==> src/rtl/bsc_pkg.sv <==
package bsc_pkg;
  typedef enum logic [2:0] {
    ST_FUND, ST_WAIT, ST_EEP, ST_HALT, ST_RUN, ST_HOT
  } seq_state_e;

  typedef struct packed {
    logic       smb_slow;
    logic       cclk_dn;
    logic       cclk_up;
    logic       halt;
    logic       refclk_125;
    logic [2:0] mode;
  } strap_t;

  localparam logic [2:0] MODE_EEPROM = 3'd1;
endpackage

==> src/rtl/bsc_sync.sv <==
module bsc_sync #(
  parameter int STAGES = 2
) (
  input  logic clk_i,
  input  logic rst_ni,
  input  logic d_i,
  output logic q_o
);
  logic [STAGES-1:0] sr_q;

  always_ff @(posedge clk_i or negedge rst_ni) begin
    if (!rst_ni) sr_q <= '0;
    else         sr_q <= {sr_q[STAGES-2:0], d_i};
  end

  assign q_o = sr_q[STAGES-1];
endmodule

==> src/rtl/bsc_strap_latch.sv <==
module bsc_strap_latch
  import bsc_pkg::*;
(
  input  logic   clk_i,
  input  logic   rst_ni,
  input  logic   cap_i,
  input  strap_t strap_i,
  output strap_t status_o,
  output logic   eep_mode_o
);
  strap_t status_q;

  always_ff @(posedge clk_i or negedge rst_ni) begin
    if (!rst_ni)    status_q <= '0;
    else if (cap_i) status_q <= strap_i;
  end

  assign status_o   = status_q;
  // reserved codes fall back to plain mode
  assign eep_mode_o = (status_q.mode == MODE_EEPROM);
endmodule

==> src/rtl/bsc_seq.sv <==
module bsc_seq
  import bsc_pkg::*;
#(
  parameter int RELEASE_CYCLES = 16
) (
  input  logic clk_i,
  input  logic rst_ni,
  input  logic fund_ok_i,
  input  logic halt_strap_i,
  input  logic eep_mode_i,
  input  logic eeprom_done_i,
  input  logic halt_clr_i,
  input  logic hot_rst_i,
  output logic cap_o,
  output logic core_rst_no,
  output logic sticky_rst_no,
  output logic mgmt_en_o,
  output logic halt_o
);
  localparam int CW = $clog2(RELEASE_CYCLES + 1);
  localparam logic [CW-1:0] LAST = CW'(RELEASE_CYCLES - 1);

  seq_state_e state_q, state_d, post_eep;
  logic [CW-1:0] cnt_q;
  logic halt_q;

  assign cap_o = (state_q == ST_FUND) && fund_ok_i;

  always_comb begin
    post_eep = (halt_q && !halt_clr_i) ? ST_HALT : ST_RUN;
    state_d  = state_q;
    unique case (state_q)
      ST_FUND: if (fund_ok_i) state_d = ST_WAIT;
      ST_WAIT: if (cnt_q == LAST)
                 state_d = (eep_mode_i && !eeprom_done_i) ? ST_EEP : post_eep;
      ST_EEP:  if (eeprom_done_i) state_d = post_eep;
      ST_HALT: if (halt_clr_i || !halt_q) state_d = ST_RUN;
      ST_RUN:  if (hot_rst_i) state_d = ST_HOT;
      ST_HOT:  if (!hot_rst_i && cnt_q == LAST) state_d = ST_RUN;
      default: state_d = ST_FUND;
    endcase
    if (!fund_ok_i) state_d = ST_FUND;
  end

  always_ff @(posedge clk_i or negedge rst_ni) begin
    if (!rst_ni) begin
      state_q <= ST_FUND;
      cnt_q   <= '0;
      halt_q  <= 1'b0;
    end else begin
      state_q <= state_d;
      if (state_d == state_q && (state_q == ST_WAIT ||
          (state_q == ST_HOT && !hot_rst_i)))
        cnt_q <= cnt_q + 1'b1;
      else
        cnt_q <= '0;
      if (cap_o)           halt_q <= halt_strap_i;
      else if (halt_clr_i) halt_q <= 1'b0;
    end
  end

  assign core_rst_no   = (state_q == ST_RUN);
  assign sticky_rst_no = (state_q != ST_FUND);
  assign mgmt_en_o     = (state_q != ST_FUND);
  assign halt_o        = halt_q;

  assert_fund_entry_R1: assert property (@(posedge clk_i) disable iff (!rst_ni)
    !fund_ok_i |=> (!sticky_rst_no && !core_rst_no && !mgmt_en_o));
  assert_eep_wait_R5: assert property (@(posedge clk_i) disable iff (!rst_ni)
    (state_q == ST_EEP && !eeprom_done_i && fund_ok_i) |=> !core_rst_no);
  assert_halt_hold_R7: assert property (@(posedge clk_i) disable iff (!rst_ni)
    (state_q == ST_HALT && halt_q && !halt_clr_i && fund_ok_i)
      |=> (!core_rst_no && mgmt_en_o));
  assert_hot_keeps_sticky_R8: assert property (@(posedge clk_i) disable iff (!rst_ni)
    (core_rst_no && hot_rst_i && fund_ok_i) |=> (!core_rst_no && sticky_rst_no));
endmodule

==> src/rtl/boot_strap_ctrl.sv <==
module boot_strap_ctrl
  import bsc_pkg::*;
#(
  parameter int SYNC_STAGES    = 2,
  parameter int RELEASE_CYCLES = 16
) (
  input  logic       clk_i,
  input  logic       rst_ni,
  input  logic       fund_rst_ni,
  input  logic       hot_rst_i,
  input  logic [2:0] mode_strap_i,
  input  logic       refclk_strap_i,
  input  logic       halt_strap_i,
  input  logic       cclk_up_strap_i,
  input  logic       cclk_dn_strap_i,
  input  logic       smb_slow_strap_i,
  input  logic       eeprom_done_i,
  input  logic       halt_clr_i,
  output logic       core_rst_no,
  output logic       sticky_rst_no,
  output logic       mgmt_en_o,
  output logic       eeprom_init_o,
  output logic       halt_o,
  output logic [7:0] strap_status_o
);
  logic   fund_ok, cap;
  strap_t strap_in, status;

  assign strap_in = '{smb_slow: smb_slow_strap_i, cclk_dn: cclk_dn_strap_i,
                      cclk_up: cclk_up_strap_i, halt: halt_strap_i,
                      refclk_125: refclk_strap_i, mode: mode_strap_i};

  bsc_sync #(.STAGES(SYNC_STAGES)) u_sync (
    .clk_i(clk_i), .rst_ni(rst_ni), .d_i(fund_rst_ni), .q_o(fund_ok)
  );

  bsc_strap_latch u_latch (
    .clk_i(clk_i), .rst_ni(rst_ni), .cap_i(cap), .strap_i(strap_in),
    .status_o(status), .eep_mode_o(eeprom_init_o)
  );

  bsc_seq #(.RELEASE_CYCLES(RELEASE_CYCLES)) u_seq (
    .clk_i(clk_i), .rst_ni(rst_ni), .fund_ok_i(fund_ok),
    .halt_strap_i(halt_strap_i), .eep_mode_i(eeprom_init_o),
    .eeprom_done_i(eeprom_done_i), .halt_clr_i(halt_clr_i),
    .hot_rst_i(hot_rst_i), .cap_o(cap), .core_rst_no(core_rst_no),
    .sticky_rst_no(sticky_rst_no), .mgmt_en_o(mgmt_en_o), .halt_o(halt_o)
  );

  assign strap_status_o = status;

  assert_status_frozen_R3: assert property (@(posedge clk_i) disable iff (!rst_ni)
    !cap |=> $stable(strap_status_o));
  assert_status_cold_R2: assert property (@(posedge clk_i) disable iff (!rst_ni)
    !sticky_rst_no |-> !core_rst_no);
endmodule

==> config.mk <==
export PLATFORM = sky130hd
export DESIGN_NAME = boot_strap_ctrl
export DESIGN_NICKNAME = d
export VERILOG_FILES = /design/src/rtl/bsc_pkg.sv /design/src/rtl/bsc_sync.sv /design/src/rtl/bsc_strap_latch.sv /design/src/rtl/bsc_seq.sv /design/src/rtl/boot_strap_ctrl.sv
export SDC_FILE = /design/constraint.sdc
export NUM_CORES = 1
export LEC_CHECK = 0
export BUFFER_PORTS_ARGS = -buffer_cell sky130_fd_sc_hd__buf_4
export CAP_MARGIN = 20
export CORE_AREA = 2 2 60 62
export CTS_BUF_LIST = sky130_fd_sc_hd__clkbuf_2 sky130_fd_sc_hd__clkbuf_4 sky130_fd_sc_hd__clkbuf_8
export DETAILED_ROUTE_END_ITERATION = 16
export DIE_AREA = 0 0 62 64
export PLACE_DENSITY_LB_ADDON = 0.25
export SLEW_MARGIN = 20
export SYNTH_ARGS = -nofsm -noshare
export SYNTH_HDL_FRONTEND = slang
export SYNTH_HIERARCHICAL = 1
export SYNTH_SLANG_ARGS = --single-unit
==> constraint.sdc <==
create_clock -name clk_i -period 2.2 [get_ports clk_i]
set_clock_uncertainty 0.2 [all_clocks]
set_input_delay 0.44 -clock clk_i [delete_from_list [all_inputs] [get_ports clk_i]]
set_output_delay 0.44 -clock clk_i [all_outputs]
set_load 0.005 [all_outputs]
==> run summary, run 1 <==
Fin crit share = 0.954
Switching part of the total = 0.270
CTS tree = done
CP Class = register to register
Area grow syn2layout = 31.1%
DR DRC count = 0
Worst vdd ir = 0.000255 V
Fin Hold WS = 0.0480 ns
Cells after synthesis = 84
R2r startpoint = u_seq/cnt_q[0]$_DFF_PN0_
Total Wirelength = 2.08 mm
Synth area leader = dfrtp_1
Internal = 0.623 mW
Vias in the first global route = 777
Post-synthesis cell type count = 34
Clock latency on the worst-skew pair = 0.29 ns
Detailed Place HPWL = 1.57 mm
Crit-path max FO = 6
Required @ worst endpoint = 2.19 ns
Logic pwr share = 0.285
Peak Freq = 477 MHz
EDFF count, synth = 0
Die Height = 64 um
Initial Utilization = 0.316
Number of diodes = 0
Worst min path class = primary input to register
Gr usage total = 0.118
RSZ-0062 raised after global routing = yes
Reg2reg path depth = 7
Max Cap Viol = 0
Synth area leaders = dfrtp_1 (46%), mux2_4 (12%), a2111oi_1 (3.9%), buf_6 (3.3%), nand2b_1 (3.0%)
Layout Utilization = 0.414
Post-synthesis sequential area ratio = 0.458
Final setup fails = 0
WHS Path Cells = 1
Layout cells sized above 1 = 0.509
Worst-Margin Slew = 0.453 ns
Clk sinks = 19
Vias per Instance = 4.67
Arr. time, crit path = 2.08 ns
R2r endpoint = u_seq/cnt_q[0]$_DFF_PN0_
Antenna viol nets, final = 0
Proportion of netlist area held by the largest area contributor = 0.458
# H-tree levels = 1
Final hold vios = 0
Overall die width = 62 um
Largest net degree at the start of global routing = 20
Vias after detailed routing = 756
Hold path start = fund_rst_ni
PwrDens = 627 mW/mm^2
Postcts setup bufs = 0
Startpoint Class = register
Start point of the critical path = u_seq/cnt_q[0]$_DFF_PN0_
Final Instance Area = 0.00136 mm^2
End of the worst hold path = u_sync/sr_q[0]$_DFF_PN0_
Internal reg-to-reg setup slack = 0.10 ns
Post-Syn Nets = 100
Clock root cell = clkbuf_4
Clock-pin slew on the worst setup and hold paths = 0.10 ns
Clock power frac = 0.217
Die area = 0.00397 mm^2
Syn_area_per_cell = 12.4 um^2
Synth Register Bits = 19
Final Slew Violations = 0
Sw Pwr = 0.231 mW
Sequential share of power = 0.498
Power Total = 0.853 mW
Remaining global-route overflow = 0
Rows = 21
Most frequent cell after synthesis = dfrtp_1
First-pass DRT Iterations = 3
NumNets Final = 133
Slew HR = 0.698
First-pass GRT wire length = 3.52 mm
Top post-synthesis cells by count = dfrtp_1 (19), mux2_4 (8), nand2b_1 (5)
Leak pwr = 0.603 nW
Most used DFF post-synth = dfrtp_1
Setup TNS Final = 0 ns
Port buffer count = 26
Async set-or-reset flop fraction in the synthesized netlist = 1.00
Iter 0 DRT Violations = 26
Gpl congestion = 0.746
TritonCTS buffer count = 3
CORE AREA = 0.00328 mm^2
Worst setup EP type = register
Status = finished clean
Syn. warnings = 6
Initial antenna violation count = 0
Clock Path Buffers = 2
IO Pins = 27
Crit path time final = 2.10 ns
WL/cell = 12.9 um
Placed Area = 0.00129 mm^2
Area of the mapped netlist = 0.00104 mm^2
[cell families after synthesis]
kind of cell | synth area share
mux | 0.116
buf+inv | 0.0542
fa+ha+maj | 0.0241
compound gates | 0.147
xor+xnor | 0.0169
simple gates | 0.184
flops | 0.458
[state kept, by name (all words and copies together) (netlist names)]
| name | count |
|---|---|
| u_seq/cnt_q | 5 |
| u_latch/status_o | 8 |
| u_seq/state_q | 3 |
| u_sync/sr_q | 2 |
| u_seq/halt_o | 1 |
[worst max path at each step]
stage,end,slack (ns),depth (start not counted)
2_1_floorplan,u_seq/cnt_q[0]$_DFF_PN0_,0.17,7
3_3_place_gp,u_seq/cnt_q[0]$_DFF_PN0_,0.07,7
3_5_place_dp,u_seq/cnt_q[0]$_DFF_PN0_,0.01,7
4_1_cts,u_seq/cnt_q[3]$_DFF_PN0_,-0.009,7
5_1_grt,u_seq/cnt_q[0]$_DFF_PN0_,0.003,7
6_report,u_seq/cnt_q[0]$_DFF_PN0_,0.10,7
[placed cells by master, fill, tap and decap left out, types with 2 or more instances in the layout]
cell	instances
nand2b_1	5
mux2_4	8
inv_1	4
dfrtp_1	19
o21ai_0	3
buf_4	31
clkbuf_4	4
a2111oi_2	4
nand2b_4	2
nor2b_1	2
nand2_1	3
nor2_1	4
nand3_1	2
[what timing repair did]
action	CTS	global route
pin swaps	0	1
hold endpoints to repair	19	0
resized for setup	2	5
hold buffers	1	0
setup endpoints to repair	1	4
[critical path, stage by stage (launching register included)]
cell	delay [ns]
dfrtp_1	0.42
ha_1	0.23
and3_1	0.19
ha_2	0.20
nand2b_1	0.16
a21oi_2	0.17
o21ai_4	0.11
a2111oi_2	0.31
[metrics by stage]
stage / setup WS (ns) / instances
floorplan: 0.170 / 84
global placement: 0.0669 / 157
detailed placement: 0.0108 / 157
CTS: -0.00936 / 162
global route: 0.00282 / 162
finish: 0.102 / 162
[power groups by stage]
stage               logic, mW  clock network (mW)  registers, mW
floorplan               0.126                   0          0.429
global placement        0.236                   0          0.429
detailed placement      0.239                   0          0.430
CTS                     0.243               0.193          0.426
global route            0.264               0.203          0.434
finish                  0.243               0.185          0.425
[metal layers]
layer / part of all wire / GRT usage
met1: 0.44 / 0.164
met2: 0.50 / 0.177
met3: 0.058 / 0.0223
met4: 0.0091 / 0.0479
met5: 0 / 0
[area by class of cell]
class,instances,area [um^2]
fillers,340,1920
repair buffers,32,243
multi-input cells,57,541
well taps,46,57.6
inverters,4,15.0
clock buffers,4,30.0
flip-flops and latches,19,475
No activity file was read; power rests on OpenSTA's default activity.
==> run 2: changes to the inputs <==
--- a/config.mk
+++ b/config.mk
@@ -11,6 +11,7 @@
 export CTS_BUF_LIST = sky130_fd_sc_hd__clkbuf_2 sky130_fd_sc_hd__clkbuf_4 sky130_fd_sc_hd__clkbuf_8
 export DETAILED_ROUTE_END_ITERATION = 16
 export DIE_AREA = 0 0 62 64
+export GPL_TIMING_DRIVEN = 0
 export PLACE_DENSITY_LB_ADDON = 0.25
 export SLEW_MARGIN = 20
 export SYNTH_ARGS = -nofsm -noshare
==> run 2 against run 1 <==
  * Non-clock buffer count up 2
  * Critical path depth down 4
  * Largest cell class unchanged
  * Sequential power about the same
  * Combinational power up 13%
  * Critical path type is now register to output port
  * Clock-buffer cell count unchanged
  * Final cell count up 1.2%
  * Wire length up 6.7%
  * Fmax down 0.51%
  * Register-to-register slack about the same
  * Via count up 2.5%
  * Design area up 10%
  * Setup slack worse by 0.011 ns
==> run summary, run 2 (synthesis results as in run 1) <==
Status = finished clean
CORE AREA = 0.00328 mm^2 (unchanged)
Arr. time, crit path = 1.47 ns (-0.61 ns)
Startpoint Class = register
Fill count = 305 (-10%)
Die Height = 64 um (unchanged)
Gr usage total = 0.118 (-0.000355)
R2r startpoint = u_seq/cnt_q[0]$_DFF_PN0_
Largest net degree at the start of global routing = 20 (unchanged)
Commonest non-fill, non-tap cell in the layout = buf_4
IO Pins = 27 (unchanged)
Clk sinks = 19 (unchanged)
Number of diodes = 0 (unchanged)
CP dominant cell by count = buf_4
Leak pwr = 0.618 nW (+2.4%)
Crit-path max FO = 8 (+2)
Initial Utilization = 0.316 (unchanged)
Max reg flops = 8 (unchanged)
Hold path start = fund_rst_ni
CP peak stage delay = 0.50 ns (+0.08 ns)
Layout cells sized above 1 = 0.568 (+0.0592)
RSZ-0062 raised after global routing = no
PwrDens = 588 mW/mm^2 (-6.2%)
Layout Utilization = 0.458 (+0.0430)
CP max stage cell = dfrtp_2
Fin crit share = 0.959 (+0.00489)
Final setup margin = 0.0912 ns (-0.0108 ns)
NumNets Final = 135 (+1.5%)
Remaining global-route overflow = 0 (unchanged)
Clock latency on the worst-skew pair = 0.29 ns (about the same)
Total Wirelength = 2.22 mm (+6.7%)
Port buffer count = 26 (unchanged)
Power Total = 0.884 mW (+3.6%)
Peak Freq = 474 MHz (-0.51%)
Worst setup EP type = output port
Worst min path class = primary input to register
Detailed Place HPWL = 1.50 mm (-4.1%)
Cell Chain, Critical Path = or3_4 > buf_4 > buf_4
Most frequent cells in the layout = buf_4 (29), dfrtp_1 (17), mux2_4 (8)
Crit path time final = 2.11 ns (+0.0108 ns)
Reg2reg path depth = 7 (unchanged)
R2r endpoint = u_seq/cnt_q[4]$_DFF_PN0_
Gpl congestion = 0.795 (+6.6%)
Clock Path Buffers = 2 (unchanged)
FF/Latch Area = 478 um^2 (+0.53%)
Clock root cell = clkbuf_4
Vias per Instance = 4.73 (+1.3%)
Initial antenna violation count = 0 (unchanged)
Worst slack, placed = -0.0417 ns (-0.0525 ns)
Worst-Margin Slew = 0.458 ns (+0.00514 ns)
Area grow syn2layout = 44.7%
Overall die width = 62 um (unchanged)
Clock-pin slew on the worst setup and hold paths = 0.11 ns (about the same)
Vias after detailed routing = 775 (+2.5%)
Start point of the critical path = u_seq/state_q[2]$_DFF_PN0_
TritonCTS buffer count = 3 (unchanged)
Worst vdd ir = 0.000259 V (+1.8%)
WL/cell = 13.6 um (+5.4%)
Setup TNS Final = 0 ns (unchanged)
Slew HR = 0.695 (-0.00343)
Final setup fails = 0 (unchanged)
Rows = 21 (unchanged)
Iter 0 DRT Violations = 16 (-38%)
Required @ worst endpoint = 1.56 ns (-0.63 ns)
Die area = 0.00397 mm^2 (unchanged)
Max Cap Viol = 0 (unchanged)
First-pass DRT Iterations = 4 (+1)
CTS tree = done
WHS Path Cells = 1 (unchanged)
Multi-input logic area = 641 um^2 (+19%)
CP Class = register to output port
Final hold vios = 0 (unchanged)
DR DRC count = 0 (unchanged)
Final Slew Violations = 0 (unchanged)
Internal reg-to-reg setup slack = 0.10 ns (about the same)
Antenna viol nets, final = 0 (unchanged)
First-pass GRT wire length = 3.56 mm (+1.2%)
End of the worst hold path = u_sync/sr_q[0]$_DFF_PN0_
Vias in the first global route = 784 (+0.90%)
# H-tree levels = 1 (unchanged)
==> run 2: cell count changes in the layout (fill, tap and decap cells not counted), moves of 2 or more <==
cell / previous run / this run
a2111oi_2: 4 / 0
a2111oi_4: 0 / 4
buf_6: 0 / 3
buf_4: 31 / 29
dfrtp_1: 19 / 17
dfrtp_2: 0 / 2
==> run 2: power by group <==
part	internal (mW)	switching [mW]	leakage [nW]	total [mW]
clock	0.0827	0.0999	0.0184	0.183
combinational	0.166	0.108	0.364	0.274
sequential	0.393	0.0342	0.236	0.427
total	0.642	0.242	0.618	0.884
==> run 2: area by class of cell <==
cell class,instances,share of cell area
multi-input combinational,57,0.426
sequential,19,0.318
timing repair buffer,30,0.160
tap,46,0.0383
buffer,4,0.0275
clock buffer,4,0.0200
inverter,4,0.00999
==> run 2: how the worst max path moves through the flow <==
stage	endpoint	slack [ns]	cells past startpoint
finish	sticky_rst_no	0.09	3
global route	u_seq/cnt_q[4]$_DFF_PN0_	0.01	7
CTS	sticky_rst_no	0.01	3
detailed placement	u_seq/cnt_q[2]$_DFF_PN0_	-0.04	7
global placement	u_seq/cnt_q[2]$_DFF_PN0_	-0.002	7
floorplan	u_seq/cnt_q[0]$_DFF_PN0_	0.17	7
==> run 2: worst max-delay path: cells and delay by family (launching register included) <==
kind                   cells  cell delay [ns]
and+or+nand+nor            1             0.42
DFF                        1             0.50
buffers and inverters      2             0.26
==> run 2: what timing repair did <==
action / in CTS / in global routing
setup buffers: 0 / 3
pin swaps: 1 / 4
hold endpoints to repair: 19 / 0
gates cloned: 0 / 0
setup endpoints to repair: 4 / 7
hold buffers: 1 / 0
gates resized for setup: 6 / 14
==> run 2: through the flow <==
step,hold slack (ns),cells,cell area [um^2]
finish,0.0571,164,1500
CTS,0.0424,161,1370
floorplan,-0.0556,84,1040
detailed placement,0.131,156,1290
global placement,0.124,156,1290
global route,0.0387,164,1500
==> run 2: per-layer routing <==
layer	share of wire	track usage
met4	0.015	0.0399
met5	0	0
met3	0.045	0.0202
met2	0.49	0.188
met1	0.45	0.158
